==> config.mk <==
export PLATFORM = sky130hd
export DESIGN_NAME = hslot_timing_gen
export DESIGN_NICKNAME = d
export VERILOG_FILES = /design/src/rtl/hslot_pkg.sv /design/src/rtl/hslot_divider.sv /design/src/rtl/hslot_sequencer.sv /design/src/rtl/hslot_window.sv /design/src/rtl/hslot_timing_gen.sv
export SDC_FILE = /design/constraint.sdc
export NUM_CORES = 1
export LEC_CHECK = 0
export ABC_AREA = 1
export BUFFER_PORTS_ARGS = -buffer_cell sky130_fd_sc_hd__buf_2
export CAP_MARGIN = 20
export CORE_MARGIN = 2
export CORE_UTILIZATION = 56
export DETAILED_ROUTE_END_ITERATION = 6
export GPL_TIMING_DRIVEN = 0
export PLACE_DENSITY = 0.78
export SLEW_MARGIN = 5
export SYNTH_ARGS = -nofsm -noshare
export SYNTH_HDL_FRONTEND = slang
export SYNTH_SLANG_ARGS = --single-unit
==> constraint.sdc <==
create_clock -name clk -period 1.8 [get_ports clk]
set_input_delay 0.09 -clock clk [delete_from_list [all_inputs] [get_ports clk]]
set_output_delay 0.09 -clock clk [all_outputs]
set_load 0.1 [all_outputs]
==> src/rtl/hslot_pkg.sv <==
// Package: shared types for the horizontal slot timing generator.
// Assumes: exactly two horizontal modes. The enum value doubles as the index
//          into the per-mode tables.
package hslot_pkg;

    typedef enum logic {
        MODE_NARROW = 1'b0,
        MODE_WIDE   = 1'b1
    } hmode_e;

    localparam int NUM_MODES = 2;

endpackage

==> src/rtl/hslot_divider.sv <==
// Module: hslot_divider
// Counts enabled clocks. Raises tick in the last clock of each slot period.
// Assumes: period is at least 2, and it changes only in the clock that
//          follows a tick, because it is derived from the slot that has
//          just been entered.
module hslot_divider #(
    parameter int DIV_W = 5
) (
    input  logic             clk,
    input  logic             rst_n,
    input  logic             en,
    input  logic [DIV_W-1:0] period,
    output logic             tick
);

    logic [DIV_W-1:0] phase;

    // Tick when the phase reaches the last clock of the period.
    always_comb begin
        tick = en && (phase == (period - DIV_W'(1)));
    end

    // Advance the phase while enabled and restart it after each tick.
    always_ff @(posedge clk) begin
        if (!rst_n) begin
            phase <= '0;
        end else if (en) begin
            if (tick) phase <= '0;
            else      phase <= phase + DIV_W'(1);
        end
    end


    phase_bound_chk: assert property (@(posedge clk) disable iff (!rst_n)
        phase < period);


    phase_hold_chk: assert property (@(posedge clk) disable iff (!rst_n)
        (!$past(en) && $past(rst_n)) |-> (phase == $past(phase)));

endmodule

==> src/rtl/hslot_sequencer.sv <==
// Module: hslot_sequencer
// Holds the slot counter and the mode in effect. Steps the counter on each
// divider tick, jumps over the gap of the active mode and latches the
// requested mode at the wrap to zero. Picks the slot period for the divider.
// Assumes: gap_lo < gap_hi in each mode, and the stretched range lies
//          outside the wide-mode gap.
module hslot_sequencer
    import hslot_pkg::*;
#(
    parameter int          SLOT_W       = 8,
    parameter int          DIV_W        = 5,
    parameter int          NARROW_DIV   = 20,
    parameter int          WIDE_DIV     = 16,
    parameter logic [7:0]  N_GAP_LO     = 8'h93,
    parameter logic [7:0]  N_GAP_HI     = 8'hE9,
    parameter logic [7:0]  W_GAP_LO     = 8'hB6,
    parameter logic [7:0]  W_GAP_HI     = 8'hE5,
    parameter logic [7:0]  W_STRETCH_LO = 8'hE6,
    parameter logic [7:0]  W_STRETCH_HI = 8'hF6
) (
    input  logic              clk,
    input  logic              rst_n,
    input  logic              tick,
    input  logic              wide_req,
    output logic [SLOT_W-1:0] cnt,
    output logic [SLOT_W-1:0] cnt_nxt,
    output hmode_e            mode_act,
    output hmode_e            mode_nxt,
    output logic [DIV_W-1:0]  period,
    output logic              stb_q,
    output logic              ls_q
);

    localparam logic [SLOT_W-1:0] LAST_SLOT = '1;

    logic [SLOT_W-1:0] gap_lo [NUM_MODES];
    logic [SLOT_W-1:0] gap_hi [NUM_MODES];
    logic              wrap;
    logic              in_stretch;

    // Per-mode gap tables, one entry per mode.
    for (genvar m = 0; m < NUM_MODES; m++) begin : g_gap
        if (m == int'(MODE_WIDE)) begin : g_wide
            assign gap_lo[m] = SLOT_W'(W_GAP_LO);
            assign gap_hi[m] = SLOT_W'(W_GAP_HI);
        end else begin : g_narrow
            assign gap_lo[m] = SLOT_W'(N_GAP_LO);
            assign gap_hi[m] = SLOT_W'(N_GAP_HI);
        end
    end

    // Next slot value, the wrap condition and the mode of the next slot.
    always_comb begin
        wrap = (cnt == LAST_SLOT);
        if (cnt == gap_lo[mode_act]) cnt_nxt = gap_hi[mode_act];
        else                         cnt_nxt = cnt + SLOT_W'(1);
        mode_nxt = wrap ? hmode_e'(wide_req) : mode_act;
    end

    // Slot period: wide slots stretch to the narrow length around sync.
    always_comb begin
        in_stretch = (cnt >= SLOT_W'(W_STRETCH_LO)) && (cnt <= SLOT_W'(W_STRETCH_HI));
        if (mode_act == MODE_WIDE && !in_stretch) period = DIV_W'(WIDE_DIV);
        else                                      period = DIV_W'(NARROW_DIV);
    end

    // Counter, mode latch, strobe and line-start registers.
    always_ff @(posedge clk) begin
        if (!rst_n) begin
            cnt      <= '0;
            mode_act <= MODE_NARROW;
            stb_q    <= 1'b0;
            ls_q     <= 1'b0;
        end else begin
            stb_q <= tick;
            ls_q  <= tick && wrap;
            if (tick) begin
                cnt      <= cnt_nxt;
                mode_act <= mode_nxt;
            end
        end
    end


    no_gap_chk: assert property (@(posedge clk) disable iff (!rst_n)
        !((cnt > gap_lo[mode_act]) && (cnt < gap_hi[mode_act])));


    cnt_move_chk: assert property (@(posedge clk) disable iff (!rst_n)
        (cnt != $past(cnt)) |-> stb_q);


    stb_single_chk: assert property (@(posedge clk) disable iff (!rst_n)
        stb_q |=> !stb_q);


    mode_hold_chk: assert property (@(posedge clk) disable iff (!rst_n)
        (mode_act != $past(mode_act)) |-> ls_q);


    ls_zero_chk: assert property (@(posedge clk) disable iff (!rst_n)
        ls_q |-> (cnt == '0 && stb_q));

endmodule

==> src/rtl/hslot_window.sv <==
// Module: hslot_window
// One timing flag. It sets when the counter enters the start slot of the
// active mode and clears when it enters the slot after the end slot.
// Assumes: the start and stop values of each mode are reachable values of
//          the skipped sequence and differ from each other.
module hslot_window
    import hslot_pkg::*;
#(
    parameter int         SLOT_W = 8,
    parameter logic [7:0] N_ON   = 8'h00,
    parameter logic [7:0] N_OFF  = 8'h01,
    parameter logic [7:0] W_ON   = 8'h00,
    parameter logic [7:0] W_OFF  = 8'h01
) (
    input  logic              clk,
    input  logic              rst_n,
    input  logic              adv,
    input  logic [SLOT_W-1:0] nxt,
    input  hmode_e            nxt_mode,
    input  logic [SLOT_W-1:0] cur,
    input  hmode_e            cur_mode,
    output logic              flag
);

    logic [SLOT_W-1:0] on_v;
    logic [SLOT_W-1:0] off_v;

    // Start and stop values for the mode of the slot being entered.
    always_comb begin
        on_v  = (nxt_mode == MODE_WIDE) ? SLOT_W'(W_ON)  : SLOT_W'(N_ON);
        off_v = (nxt_mode == MODE_WIDE) ? SLOT_W'(W_OFF) : SLOT_W'(N_OFF);
    end

    // Set on entry to the start slot and clear on entry to the stop slot.
    always_ff @(posedge clk) begin
        if (!rst_n) begin
            flag <= 1'b0;
        end else if (adv) begin
            if (nxt == on_v)       flag <= 1'b1;
            else if (nxt == off_v) flag <= 1'b0;
        end
    end


    window_on_chk: assert property (@(posedge clk) disable iff (!rst_n)
        $rose(flag) |-> (cur == ((cur_mode == MODE_WIDE) ? SLOT_W'(W_ON) : SLOT_W'(N_ON))));


    window_off_chk: assert property (@(posedge clk) disable iff (!rst_n)
        $fell(flag) |-> (cur == ((cur_mode == MODE_WIDE) ? SLOT_W'(W_OFF) : SLOT_W'(N_OFF))));

endmodule

==> src/rtl/hslot_timing_gen.sv <==
// Module: hslot_timing_gen (top)
// Horizontal slot timing. A clock divider drives a skipped-sequence slot
// counter, and three window flags decode interrupt, blanking and sync from
// that counter.
// Assumes: rst_n is synchronous and active low. wide_req may change at any
//          time but only takes effect at the next line start.
module hslot_timing_gen
    import hslot_pkg::*;
#(
    parameter int         SLOT_W       = 8,
    parameter int         NARROW_DIV   = 20,
    parameter int         WIDE_DIV     = 16,
    parameter logic [7:0] N_GAP_LO     = 8'h93,
    parameter logic [7:0] N_GAP_HI     = 8'hE9,
    parameter logic [7:0] W_GAP_LO     = 8'hB6,
    parameter logic [7:0] W_GAP_HI     = 8'hE5,
    parameter logic [7:0] W_STRETCH_LO = 8'hE6,
    parameter logic [7:0] W_STRETCH_HI = 8'hF6,
    parameter logic [7:0] N_HINT       = 8'h85,
    parameter logic [7:0] W_HINT       = 8'hA5,
    parameter logic [7:0] N_BLANK_ON   = 8'h93,
    parameter logic [7:0] N_BLANK_OFF  = 8'h06,
    parameter logic [7:0] W_BLANK_ON   = 8'hB4,
    parameter logic [7:0] W_BLANK_OFF  = 8'h07,
    parameter logic [7:0] N_SYNC_ON    = 8'hEC,
    parameter logic [7:0] N_SYNC_OFF   = 8'hF9,
    parameter logic [7:0] W_SYNC_ON    = 8'hE7,
    parameter logic [7:0] W_SYNC_OFF   = 8'hF7
) (
    input  logic              clk,
    input  logic              rst_n,
    input  logic              wide_req,
    input  logic              run_en,
    output logic              slot_stb,
    output logic [SLOT_W-1:0] slot_cnt,
    output logic              line_start,
    output logic              hint_pulse,
    output logic              hblank,
    output logic              hsync,
    output logic              wide_mode
);

    localparam int         MAX_DIV  = (NARROW_DIV > WIDE_DIV) ? NARROW_DIV : WIDE_DIV;
    localparam int         DIV_W    = $clog2(MAX_DIV + 1);
    localparam logic [7:0] N_HINT_X = N_HINT + 8'd1;
    localparam logic [7:0] W_HINT_X = W_HINT + 8'd1;

    logic              tick;
    logic [DIV_W-1:0]  period;
    logic [SLOT_W-1:0] cnt;
    logic [SLOT_W-1:0] cnt_nxt;
    hmode_e            mode_act;
    hmode_e            mode_nxt;
    logic              stb_q;
    logic              ls_q;

    hslot_divider #(
        .DIV_W (DIV_W)
    ) u_div (
        .clk    (clk),
        .rst_n  (rst_n),
        .en     (run_en),
        .period (period),
        .tick   (tick)
    );

    hslot_sequencer #(
        .SLOT_W       (SLOT_W),
        .DIV_W        (DIV_W),
        .NARROW_DIV   (NARROW_DIV),
        .WIDE_DIV     (WIDE_DIV),
        .N_GAP_LO     (N_GAP_LO),
        .N_GAP_HI     (N_GAP_HI),
        .W_GAP_LO     (W_GAP_LO),
        .W_GAP_HI     (W_GAP_HI),
        .W_STRETCH_LO (W_STRETCH_LO),
        .W_STRETCH_HI (W_STRETCH_HI)
    ) u_seq (
        .clk      (clk),
        .rst_n    (rst_n),
        .tick     (tick),
        .wide_req (wide_req),
        .cnt      (cnt),
        .cnt_nxt  (cnt_nxt),
        .mode_act (mode_act),
        .mode_nxt (mode_nxt),
        .period   (period),
        .stb_q    (stb_q),
        .ls_q     (ls_q)
    );

    hslot_window #(
        .SLOT_W (SLOT_W), .N_ON (N_HINT), .N_OFF (N_HINT_X),
        .W_ON (W_HINT), .W_OFF (W_HINT_X)
    ) u_hint (
        .clk (clk), .rst_n (rst_n), .adv (tick), .nxt (cnt_nxt),
        .nxt_mode (mode_nxt), .cur (cnt), .cur_mode (mode_act), .flag (hint_pulse)
    );

    hslot_window #(
        .SLOT_W (SLOT_W), .N_ON (N_BLANK_ON), .N_OFF (N_BLANK_OFF),
        .W_ON (W_BLANK_ON), .W_OFF (W_BLANK_OFF)
    ) u_blank (
        .clk (clk), .rst_n (rst_n), .adv (tick), .nxt (cnt_nxt),
        .nxt_mode (mode_nxt), .cur (cnt), .cur_mode (mode_act), .flag (hblank)
    );

    hslot_window #(
        .SLOT_W (SLOT_W), .N_ON (N_SYNC_ON), .N_OFF (N_SYNC_OFF),
        .W_ON (W_SYNC_ON), .W_OFF (W_SYNC_OFF)
    ) u_sync (
        .clk (clk), .rst_n (rst_n), .adv (tick), .nxt (cnt_nxt),
        .nxt_mode (mode_nxt), .cur (cnt), .cur_mode (mode_act), .flag (hsync)
    );

    // Drive the remaining outputs from the sequencer registers.
    always_comb begin
        slot_stb   = stb_q;
        slot_cnt   = cnt;
        line_start = ls_q;
        wide_mode  = (mode_act == MODE_WIDE);
    end


    sync_in_blank_chk: assert property (@(posedge clk) disable iff (!rst_n)
        hsync |-> hblank);


    frozen_chk: assert property (@(posedge clk) disable iff (!rst_n)
        (!$past(run_en) && $past(rst_n)) |-> (!slot_stb && $stable(slot_cnt)));


    reset_state_chk: assert property (@(posedge clk)
        !$past(rst_n) |-> (slot_cnt == '0 && !slot_stb && !hblank && !hsync && !hint_pulse));

endmodule

Yosys cells after proc, flatten, opt, wreduce, memory -nomap -nowiden
Cells that the tools add are included.
{ "word_totals": {"ramBits": 0, "wordCells": 57, "inputBits": 4, "regBits": 19, "latch_bits": 0, "n_memories": 0, "mem_bits_ro": 0, "output_inout_bits": 14} }
{ "op_classes": {"div_mod_pow": 0, "bitwise": 1, "mux": 22, "n_addsub": 3, "reduce_logical": 11, "n_lt_le_gt_ge": 3, "mul": 0, "eq_ne": 9, "shift": 0} }
{ "op_table": {"columns": ["op", "n"], "rows": [
  ["equality test 8 bit", 7],
  ["2-to-1 mux 8 bit", 5],
  ["2-to-1 mux 6 bit", 4],
  ["2-to-1 mux 4 bit", 3],
  ["adder 8 x 1 -> 8 bit (second input constant)", 1],
  ["equality test 8 bit (second input constant)", 1],
  ["greater-or-equal comparator 8 bit (second input constant)", 1],
  ["less-or-equal comparator 8 bit (second input constant)", 1],
  ["2-to-1 mux 1 bit", 8],
  ["AND reduction 2 bit", 3],
  ["nonzero test 2 bit", 3],
  ["adder 5 x 1 -> 5 bit (second input constant)", 1],
  ["equality test 5 bit", 1],
  ["2-to-1 mux 5 bit", 1],
  ["subtractor 5 x 1 -> 5 bit (second input constant)", 1],
  ["logical AND 1 bit", 4],
  ["2-to-1 mux 3 bit", 1],
  ["greater-or-equal comparator 2 bit (second input constant)", 1],
  ["inverter 1 -> 2 bit", 1],
  ["zero test 1 bit", 1]
]} }

Logic depth before layout (Yosys ltp)
{ "depth": {"word_depth": 9, "ltp_mapped": 15, "mapped_depth_nobuf": 15} }

Cells and area by module
From an unflattened synthesis, not the netlist that was laid out.
{ "hier_totals": {"hier_cells": 270, "area_unflattened_um2": 1636.6} }
{ "modules_own_cells": {"columns": ["mod", "seq_area_each_um2", "area_each_um2", "instances", "cells_each"], "rows": [
  ["hslot_sequencer", 220.2, 783.3, 1, 117],
  ["hslot_divider", 100.1, 452.9, 1, 73],
  ["hslot_window at u_blank", 20.0, 151.4, 1, 31],
  ["hslot_window at u_sync", 20.0, 138.9, 1, 28],
  ["hslot_window at u_hint", 20.0, 110.1, 1, 21]
]} }

Least setup slack after synthesis
OpenSTA, ideal clock, no wires.
{ "synth_timing": {"path_kind": "register to register", "from": "register u_seq.cnt[0]", "to": "register u_sync.flag", "path_buffers": 0, "synth_period_minus_slack_ns": 2.473, "arrival_time_ns": 2.361, "setup_slack_ns": -0.673, "setup_time_ns": 0.112, "stages_incl_launch_ff": 15, "required_time_ns": 1.688, "path_cell_list": "dfxtp_1 > inv_1 > ha_1 > nand2_1 > nand3_1 > nand2_1 > nand4_1 > nand2_1 > nand2_4 > inv_1 > nand2_1 > nor2_1 > nand2_1 > nand2_1 > nand2_1"} }
{ "synth_via": {"elab_chain_len": 9, "word_cells_on_any_way": 21, "classes_between": "add/sub (2); order compare (2); eq/ne (5); mux (6); reduce/logical (6)"} }
{ "synth_rtl": {"columns": ["item", "line_no", "text"], "rows": [
  ["start: declaration", "hslot_sequencer.sv:25", "output logic [SLOT_W-1:0] cnt,"],
  ["start signal: assignment", "hslot_sequencer.sv:78", "cnt <= cnt_nxt;"],
  ["greater-or-equal comparator 8 bit or less-or-equal comparator 8 bit (tied branches)", "hslot_sequencer.sv:62", "in_stretch = (cnt >= SLOT_W'(W_STRETCH_LO)) && (cnt <= SLOT_W'(W_STRETCH_HI));"],
  ["logical AND 1 bit", "hslot_sequencer.sv:62", null],
  ["zero test 1 bit", "hslot_sequencer.sv:63", "if (mode_act == MODE_WIDE && !in_stretch) period = DIV_W'(WIDE_DIV);"],
  ["logical AND 1 bit", "hslot_sequencer.sv:63", null],
  ["2-to-1 mux 3 bit", "hslot_sequencer.sv:63", null],
  ["subtractor 5 x 1 -> 5 bit", "hslot_divider.sv:20", "tick = en && (phase == (period - DIV_W'(1)));"],
  ["equality test 5 bit", "hslot_divider.sv:20", null],
  ["logical AND 1 bit", "hslot_divider.sv:20", null],
  ["AND reduction 2 bit (no line)", null, null],
  ["end signal: assignment", "hslot_window.sv:37", "flag <= 1'b0;"],
  ["end signal: assignment", "hslot_window.sv:39", "if (nxt == on_v) flag <= 1'b1;"],
  ["end signal: assignment", "hslot_window.sv:40", "else if (nxt == off_v) flag <= 1'b0;"],
  ["end: declaration", "hslot_window.sv:22", "output logic flag"]
]} }
Parallel ways exist; a longest one is shown, timed or not.
A chain may end at the register's enable or synchronous reset.

Worst setup path after layout
{ "layout_timing": {"from": "register u_seq.cnt[1]", "to": "register u_hint.flag"} }
{ "layout_via": {"elab_chain_len": 9, "word_cells_on_any_way": 21, "classes_between": "add/sub (2); order compare (2); eq/ne (5); mux (6); reduce/logical (6)"} }
{ "layout_rtl": {"columns": ["item", "line_no"], "rows": [
  ["greater-or-equal comparator 8 bit or less-or-equal comparator 8 bit (tied branches)", "hslot_sequencer.sv:62"],
  ["logical AND 1 bit", "hslot_sequencer.sv:62"],
  ["zero test 1 bit", "hslot_sequencer.sv:63"],
  ["logical AND 1 bit", "hslot_sequencer.sv:63"],
  ["2-to-1 mux 3 bit", "hslot_sequencer.sv:63"],
  ["subtractor 5 x 1 -> 5 bit", "hslot_divider.sv:20"],
  ["equality test 5 bit", "hslot_divider.sv:20"],
  ["logical AND 1 bit", "hslot_divider.sv:20"],
  ["AND reduction 2 bit (no line)", null],
  ["end signal: assignment", "hslot_window.sv:37"],
  ["end signal: assignment", "hslot_window.sv:39"],
  ["end signal: assignment", "hslot_window.sv:40"],
  ["end: declaration", "hslot_window.sv:22"]
]} }
Parallel ways exist; a longest one is shown, timed or not.

==> out/metrics.yaml <==
timing:
  final_hold_viol_count: 0
  fin_skew_ns: 0.01221
  fmax_ghz: 0.5516
  hold-worst-slack_ns: 0.07271
  fin_setup_tns_ns: -0.01284
  setup_viol_count_final: 1
  tightestPinTransition_ns: 0.4843
  worst_slack_ns: -0.01284
  fin_crit_ns: 1.813
  final.period_utilization: 1.007
  rsz0062_at_grt: "yes"
  drv_slew: 0
  slew_headroom: 0.6794
drt:
  dr.first_iter.drc_count: 44
  drt-pass1-iter-count: 5
  drt_drc_violations_left: 0
  detail_route.vias_per_cell: 5.563
  drt_wl_total_um: 3437
  detail-route-antenna-nets: 0
  wl_per_cell_um: 14.44
  num_vias: 1324
floorplan:
  ios: 18
  die-width_um: 52.23
  core_area_sq_um: 2212
  die_area_sq_um: 2727
  rows: 17
  initial_core_util: 0.5888
  die_h_um: 52.23
grt:
  overflow: 0
  grt_max_degree: 12
  grt_pass1_vias: 1090
  gr-usage-all-layers: 0.2471
  antenna_found_initial: 0
  grt_pass1_wl_um: 4912
setup_path:
  startpoint: "u_seq.cnt[1]"
  worstPathMaxFanout: 6
  critPathLaunchType: "flop"
  cp-end-kind: "flop"
  cp.arrival_ns: 2.03
  crit_required_ns: 2.02
  crit_type: "reg2reg"
  r2r_start: "u_seq.cnt[1]"
yosys:
  synth-seq-cells: 19
  synth_area_leaders: "dfxtp_1 29%, nand2_1 12%, nand3_1 7.3%, inv_1 5.5%, nor2_1 5.5%"
  ys_seq_area_frac: 0.2920
  ys.flop_type: "dfxtp_1"
  synthArstFlopShare: 0
  synth_cell_types: 32
  synth-edff-count: 0
  synth_area_per_cell_sq_um: 7.117
  synth_common_cells: "43 x nand2_1, 19 x dfxtp_1, 19 x inv_1, 19 x nand3_1, 19 x nor2_1"
  yosysTopAreaCell: "dfxtp_1"
  synth_cells: 183
  syn-cell-area_sq_um: 1302
  yosysWarnings: 0
  netlist.area_leader.share: 0.2920
  syn_nets: 190
  yosysMostFrequentCell: "nand2_1"
final_layout:
  diodes: 0
  drive_above_1_share: 0.4095
  fin_cells: 238
  finalNetCount: 218
  syn_to_final_growth_pct: 27.67
  post-route-util: 0.7517
cts:
  clock-root-buffer: "clkbuf_4"
  cts_max_level: 1
  cts_buffers: 3
  path_clk_slew_ns: 0.13
  worstSkewPairLatency_ns: 0.32
  clock_sinks: 19
  cts_buffer_depth: 2
  cts_tree: "yes"
status:
  violations: "setup timing"
  status: "finished, violations left"
placement:
  port_buffers: 17
  dp_cells: 228
  routabilityCongestion: 0.9027
  place_hpwl_um: 2373
power_and_ir_drop:
  p_int_mw: 0.5033
  p_seq_frac: 0.615
  p_total_mw: 0.6752
  p_leak_nw: 0.7626
  power_frac_clock: 0.349
  combPwrFrac: 0.036
  irDropWorstVdd_mv: 0.4109
  p_sw_mw: 0.1720
  power.density_nw_per_um2: 406.1
  swShare: 0.2547
hold_path:
  hold_class: "in2reg"
  holdCritStartpoint: "run_en"
flow_run:
  drv_cap: 0
[final cells by class]
class,instances,area [sq um]
Buffer,2,22.52
Multi-Input combinational cell,139,928.4
Timing Repair Buffer,23,146.4
Clock inverter,1,5.005
Fill cell,173,549.3
Sequential cell,19,411.6
Tap cell,28,35.03
Inverter,23,91.34
Clock buffer,3,22.52
[logic make-up after synthesis]
| kind of cell | Yosys count | synth area share |
|---|---|---|
| flops | 19 | 0.2920 |
| buf+inv | 26 | 0.08838 |
| fa+ha+maj | 3 | 0.02882 |
| xor+xnor | 8 | 0.05956 |
| simple gates | 112 | 0.4630 |
| compound gates | 15 | 0.06821 |
[path summary, 6_finish.rpt]
path	end	slack, ns	cells after the start
worst max-delay path	u_hint.flag	-0.01	12
worst min-delay path	u_div.phase[1]	0.07	3
worst max register to register	u_hint.flag	-0.01	12
worst min register to register	u_hint.flag	0.48	2
[power groups by stage]
stage	Clock, mW	Combinational [mW]	Sequential (mW)
6_report	0.236	0.0242	0.415
5_1_grt	0.247	0.0279	0.416
4_1_cts	0.232	0.0235	0.415
3_5_place_dp	0	0.0234	0.425
3_3_place_gp	0	0.0220	0.424
2_1_floorplan	0	0.0127	0.424
[placed cells by master, fill, tap and decap left out, types with 4 or more instances in the layout]
cell type,instances
nand2_1,36
nor2_1,18
buf_2,17
nand3_1,16
inv_1,15
nand2_2,12
dfxtp_1,10
dfxtp_4,8
inv_2,6
nand2_4,6
nand4_1,5
xor2_1,5
nand3_2,4
nor2_4,4
o22ai_1,4
buf_4,4
[per-layer routing]
layer,vias up,track usage,part of all wire
li1,649,-,-
met1,610,0.3238,0.43
met2,53,0.4219,0.49
met3,12,0.03429,0.043
met4,0,0.07265,0.029
met5,-,0,0
[worst max-delay path, cell delays in order (launching register included)]
cell and delay [ns]:
dfxtp_4 0.43, ha_4 0.16, nand2_4 0.07, nor2_8 0.18, nand3_4 0.12, nand2_8 0.11
inv_4 0.05, nand2_1 0.08, nand3_1 0.10, nor2_2 0.18, nand3_1 0.10, nand2_1 0.07
a21oi_1 0.05
[per-stage QoR]
step	setup WS (ns)	cell area (sq um)
floorplan	0.005256	1346
global placement	0.05457	1466
detailed placement	0.001781	1466
CTS	0.0005043	1501
global route	-0.09125	1663
finish	-0.01284	1663
[state kept, by name, indices dropped and copies added, names as in the netlist]
signal / flops
u_blank.flag: 1
u_div.phase: 5
u_hint.flag: 1
u_seq.cnt: 8
u_seq.ls_q: 1
u_seq.mode_act: 1
u_seq.stb_q: 1
u_sync.flag: 1
[repair_timing]
item / CTS / global route
setup buffers: 1 / 5
gates resized for setup: 0 / 28
pin swaps: 1 / 16
cloned: 0 / 1
hold buffers: 0 / 0
endpoints found under the setup margin: 1 / 14
(Power assumes the default switching activity.)
